===== src/rtl/xpg_pkg.sv =====
package xpg_pkg;

  typedef enum logic [3:0] {
    ST_IDLE,
    ST_V1,
    ST_V2,
    ST_V3,
    ST_V4,
    ST_V5,
    ST_V6,
    ST_WALK,
    ST_STOP
  } xpg_state_e;

  // {control A, control B, data fill value} for the six fixed vectors
  function automatic logic [2:0] ctrl_vec(input xpg_state_e st);
    case (st)
      ST_V1:   ctrl_vec = 3'b000;
      ST_V2:   ctrl_vec = 3'b001;
      ST_V3:   ctrl_vec = 3'b010;
      ST_V4:   ctrl_vec = 3'b011;
      ST_V5:   ctrl_vec = 3'b100;
      ST_V6:   ctrl_vec = 3'b111;
      default: ctrl_vec = 3'b000;
    endcase
  endfunction

  function automatic logic is_emit(input xpg_state_e st);
    is_emit = (st != ST_IDLE) && (st != ST_STOP);
  endfunction

endpackage


===== src/rtl/xpg_ctrl.sv =====
module xpg_ctrl
  import xpg_pkg::*;
#(
  parameter int N = 8
) (
  input  logic       clk,
  input  logic       rst,
  input  logic       start_i,
  output xpg_state_e state_q_o,
  output xpg_state_e state_d_o
);
  localparam int IW = (N > 1) ? $clog2(N) : 1;
  localparam logic [IW-1:0] LAST = IW'(N - 1);

  xpg_state_e    state_q, state_d;
  logic [IW-1:0] idx_q, idx_d;

  always_comb begin
    state_d = state_q;
    idx_d   = idx_q;
    case (state_q)
      ST_IDLE: if (start_i) state_d = ST_V1;
      ST_V1:   state_d = ST_V2;
      ST_V2:   state_d = ST_V3;
      ST_V3:   state_d = ST_V4;
      ST_V4:   state_d = ST_V5;
      ST_V5:   state_d = ST_V6;
      ST_V6: begin
        state_d = ST_WALK;
        idx_d   = '0;
      end
      ST_WALK: begin
        if (idx_q == LAST) state_d = ST_STOP;
        else               idx_d   = idx_q + 1'b1;
      end
      default: state_d = ST_STOP;
    endcase
  end

  always_ff @(posedge clk) begin
    if (rst) begin
      state_q <= ST_IDLE;
      idx_q   <= '0;
    end else begin
      state_q <= state_d;
      idx_q   <= idx_d;
    end
  end

  assign state_q_o = state_q;
  assign state_d_o = state_d;
endmodule


===== src/rtl/xpg_walk_chain.sv =====
module xpg_walk_chain
  import xpg_pkg::*;
#(
  parameter int N = 8
) (
  input  logic         clk,
  input  logic         rst,
  input  xpg_state_e   state_q_i,
  input  xpg_state_e   state_d_i,
  output logic [N-1:0] walk_d_o
);
  logic [N-1:0] walk_q, walk_d;
  logic         shift_en, inject;

  assign shift_en = (state_d_i == ST_WALK);
  // A zero enters stage 0 on the first walk step; ones follow it.
  assign inject   = (state_q_i == ST_WALK);

  generate
    for (genvar g = 0; g < N; g++) begin : g_stage
      if (g == 0) begin : g_head
        assign walk_d[g] = shift_en ? inject : walk_q[g];
      end else begin : g_body
        assign walk_d[g] = shift_en ? walk_q[g-1] : walk_q[g];
      end
      always_ff @(posedge clk) begin
        if (rst) walk_q[g] <= 1'b1;
        else     walk_q[g] <= walk_d[g];
      end
    end
  endgenerate

  assign walk_d_o = walk_d;
endmodule


===== src/rtl/xpg_out_stage.sv =====
module xpg_out_stage
  import xpg_pkg::*;
#(
  parameter int N = 8
) (
  input  logic         clk,
  input  logic         rst,
  input  xpg_state_e   state_d_i,
  input  logic [N-1:0] walk_d_i,
  output logic [N+1:0] pat_o,
  output logic         valid_o,
  output logic         done_o
);
  logic [N+1:0] pat_q;
  logic         valid_q, done_q;
  logic [2:0]   cv;

  assign cv = ctrl_vec(state_d_i);

  always_ff @(posedge clk) begin
    if (rst) begin
      pat_q   <= '0;
      valid_q <= 1'b0;
      done_q  <= 1'b0;
    end else begin
      valid_q <= is_emit(state_d_i);
      done_q  <= (state_d_i == ST_STOP);
      case (state_d_i)
        ST_V1, ST_V2, ST_V3, ST_V4, ST_V5, ST_V6:
          pat_q <= {cv[2:1], {N{cv[0]}}};
        ST_WALK:
          pat_q <= {2'b00, walk_d_i};
        default:
          pat_q <= pat_q;
      endcase
    end
  end

  assign pat_o   = pat_q;
  assign valid_o = valid_q;
  assign done_o  = done_q;
endmodule


===== src/rtl/xor_net_pattern_gen.sv =====
module xor_net_pattern_gen
  import xpg_pkg::*;
#(
  parameter int N = 8
) (
  input  logic         clk,
  input  logic         rst,
  input  logic         start_i,
  output logic [N+1:0] pat_o,
  output logic         valid_o,
  output logic         done_o
);
  xpg_state_e   state_q, state_d;
  logic [N-1:0] walk_d;

  generate
    if (N < 2) begin : g_bad_width
      initial $display("xor_net_pattern_gen: N must be at least 2");
    end
  endgenerate

  xpg_ctrl #(.N(N)) ctrl_i (
    .clk       (clk),
    .rst       (rst),
    .start_i   (start_i),
    .state_q_o (state_q),
    .state_d_o (state_d)
  );

  xpg_walk_chain #(.N(N)) chain_i (
    .clk       (clk),
    .rst       (rst),
    .state_q_i (state_q),
    .state_d_i (state_d),
    .walk_d_o  (walk_d)
  );

  xpg_out_stage #(.N(N)) out_i (
    .clk       (clk),
    .rst       (rst),
    .state_d_i (state_d),
    .walk_d_i  (walk_d),
    .pat_o     (pat_o),
    .valid_o   (valid_o),
    .done_o    (done_o)
  );
endmodule


===== config.mk =====
export PLATFORM = sky130hd
export DESIGN_NAME = xor_net_pattern_gen
export DESIGN_NICKNAME = d
export VERILOG_FILES = /design/src/rtl/xpg_pkg.sv /design/src/rtl/xpg_ctrl.sv /design/src/rtl/xpg_walk_chain.sv /design/src/rtl/xpg_out_stage.sv /design/src/rtl/xor_net_pattern_gen.sv
export SDC_FILE = /design/constraint.sdc
export NUM_CORES = 1
export LEC_CHECK = 0
export BUFFER_PORTS_ARGS = -buffer_cell sky130_fd_sc_hd__buf_2
export CAP_MARGIN = 30
export CORE_UTILIZATION = 54
export DETAILED_ROUTE_END_ITERATION = 12
export GPL_TIMING_DRIVEN = 0
export PLACE_DENSITY = 0.75
export REMOVE_ABC_BUFFERS = 1
export SLEW_MARGIN = 15
export SYNTH_ARGS = -nofsm -noshare
export SYNTH_HDL_FRONTEND = slang
export SYNTH_SLANG_ARGS = --single-unit

===== constraint.sdc =====
create_clock -name clk -period 2 [get_ports clk]
set_clock_uncertainty 0.05 [all_clocks]
set_input_delay 0.1 -clock clk [delete_from_list [all_inputs] [get_ports clk]]
set_output_delay 0.1 -clock clk [all_outputs]
set_load 0.01 [all_outputs]

==> impl_metrics.yaml <==
pwr:
  powerDensity_mw_per_mm2: 914
  p_leak_nw: 0.490
  power_frac_seq_pct: 54.7
  power.switching_w: 0.000248
  pwr-share-comb_pct: 11.4
  ir_worst_vdd_uv: 441
  power_frac_clock_pct: 33.8
  intPower_w: 0.000806
  swShare_pct: 23.6
die:
  core.rowCount: 15
  chipHeight_um: 46.3
  dieArea_mm2: 0.00215
  coreArea_mm2: 0.00178
  initial_core_util_pct: 59.5
  die-width_um: 46.3
  io_pins: 15
clock_tree:
  post_cts_buffers: 0
  numCtsBuffers: 3
  cts_resized: 0
  clk_path_buf_depth: 2
  cts.sinks: 26
  root_buffer: "clkbuf_4"
  insertion_delay_ps: 320
  clkTransAtPathRegs_ps: 140
  cts_tree: "yes"
  htree_levels: 1
  ctsHoldBuffers: 0
finish:
  layout-drive-gt1-share_pct: 20.7
  n_fill_cell: 158
  final_nets: 127
  synthToLayoutAreaGrowth_pct: 8.73
  antenna_cells: 0
  layoutNonFillerInstCount: 146
synthesis:
  synth_edf_count: 0
  synth_top_cell_by_area: "dfxtp_1"
  synth_xor_area_share_pct: 0
  yosys.area_share.adder_pct: 2.36
  synth.area.mux_share_pct: 0.943
  ys_ff_latch: 26
  syn_avg_cell_area_um2: 9.65
  seq_area_frac_synth_pct: 49.1
  synthSimpleGateAreaFrac_pct: 25.4
  yosysTopAreaCellShare_pct: 49.1
  ys.flop_type: "dfxtp_1"
  synth_top_family_by_area: "simple AND/OR/NAND/NOR gates"
  synthArstFlopShare_pct: 0
  synth_compound_area_share_pct: 15.4
  synth_area_leaders: "dfxtp_1, nand2_1, a211oi_1, nor2_1, nand3b_1"
  yosysUniqueCellTypes: 29
  syn_area_mm2: 0.00106
  synth_commonest_cells: "dfxtp_1, nand2_1, nor2_1"
  synth-warning-count: 0
  postSynthCellCount: 110
  synth_most_common_cell: "dfxtp_1"
critical_path:
  path_max_fanout: 9
  critPathArrivalTime_ps: 1960
  crit_type: "reg2reg"
  end_kind: "flop"
  worstSetupStartpointType: "flop"
  cp.required_ps: 2190
placement:
  gp_congestion: 0.735
  portBuffers: 14
  dpl.hpwl_um: 1130
  placedCellCount: 142
timing:
  tightest_slew_ps: 448
  rsz0062_at_grt: "no"
  hold_viol: 0
  relSlewSlack_pct: 70.2
  setup_viol: 0
  maxSlewViolCount: 0
  tns_ps: 0
  period_needed_ps: 1770
  finalCritPeriodShare_pct: 88.4
  fmax_mhz: 566
route:
  drt-pass1-iter-count: 4
  wirelength_um: 1700
  drt_first_iter_violations: 17
  drc_errors: 0
  wire_per_inst_um: 11.6
  via_count: 791
  vias_per_cell: 5.42
  ant_nets: 0
grt:
  grt_pass1_wl_um: 2760
  grt-ovfl-total: 0
  grtUsageTotal_pct: 18.0
  grt_max_degree: 28
  antenna_found_initial: 0
  grt_pass1_vias: 621
hold_path:
  hp-class: "in2reg"
run:
  cap_violations: 0
outcome:
  status: "finished clean"
-- metal layers --
layer | vias up | GRT usage [%] | part of all wire (%)
li1 | 402 | - | -
met2 | 19 | 25.8 | 45
met5 | - | 0 | 0
met1 | 365 | 26.2 | 50
met4 | 0 | 7.06 | 1.5
met3 | 5 | 3.53 | 3.3
-- worst max-delay path, stage by stage (launching register included) --
cell and delay, ps:
dfxtp_1 360, ha_1 220, ha_1 240, a41o_4 330, nor2_4 210, nor2_1 70, a211oi_1 220
-- power groups by stage --
stage	Combinational [W]	Sequential, W	Clock, W
after floorplan	0.0000656	0.000598	0
after global placement	0.000120	0.000587	0
after detailed placement	0.000121	0.000589	0
after CTS	0.000122	0.000577	0.000364
after global routing	0.000136	0.000583	0.000383
final	0.000120	0.000577	0.000357
-- flip-flops by register name (all words and copies together) (netlist names) --
signal / count
out_i.pat_o: 10
ctrl_i.idx_q: 3
ctrl_i.state_q_o: 4
chain_i.walk_q: 7
out_i.valid_o: 1
out_i.done_o: 1
-- per-stage QoR --
stage / setup slack (ps) / utilization [%] / hold WS, ps / cell area (um2) / power [W]
after floorplan: 459 / - / 115 / 1000 / 0.000663
after global placement: 325 / 61.8 / 396 / 1100 / 0.000707
after detailed placement: 271 / 61.8 / 404 / 1100 / 0.000710
after CTS: 235 / 64.7 / 115 / 1150 / 0.00106
after global routing: 97.8 / 64.7 / 147 / 1150 / 0.00110
final: 232 / 64.7 / 113 / 1150 / 0.00105
-- cells in the final DEF, fill, tap and decap left out, types with 2 or more instances in the layout --
cell      Yosys  routed
a211oi_1      8       8
a22oi_1       2       2
nor3_1        6       6
ha_1          2       2
nand2_1      17      17
a21oi_1       2       2
nor2_1       13      13
dfxtp_1      26      26
nand3b_1      5       5
inv_1         3       3
clkbuf_4      0       3
buf_2         0      14
nor2b_1       3       3
nand2b_1      2       2
-- worst paths after layout --
check                          from  cells after the start        endpoint  slack (ps)
hold / removal              start_i                      3   out_i.valid_o         110
setup / recovery    ctrl_i.idx_q[0]                      6  out_i.pat_o[1]         230
hold reg to reg   chain_i.walk_q[6]                      2  out_i.pat_o[7]         430
setup reg to reg    ctrl_i.idx_q[0]                      6  out_i.pat_o[1]         230
-- cells by family after synthesis --
logic type,after synthesis
adder cells (fa/ha/maj),2
AO/OA/AOI/OAI,20
buffers and inverters,10
AND/OR/NAND/NOR,51
flip-flops,26
multiplexers,1
-- cell type report --
class / count / area, um2 / area share [%]
clock inverters: 1 / 30.0 / 2.60
well taps: 25 / 31.3 / 2.71
flip-flops and latches: 26 / 520 / 45.1
repair buffers: 14 / 70.1 / 6.07
clock buffers: 3 / 22.5 / 1.95
multi-input cells: 74 / 468 / 40.6
inverters: 3 / 11.3 / 0.976
No activity file was read; power rests on OpenSTA's default activity.
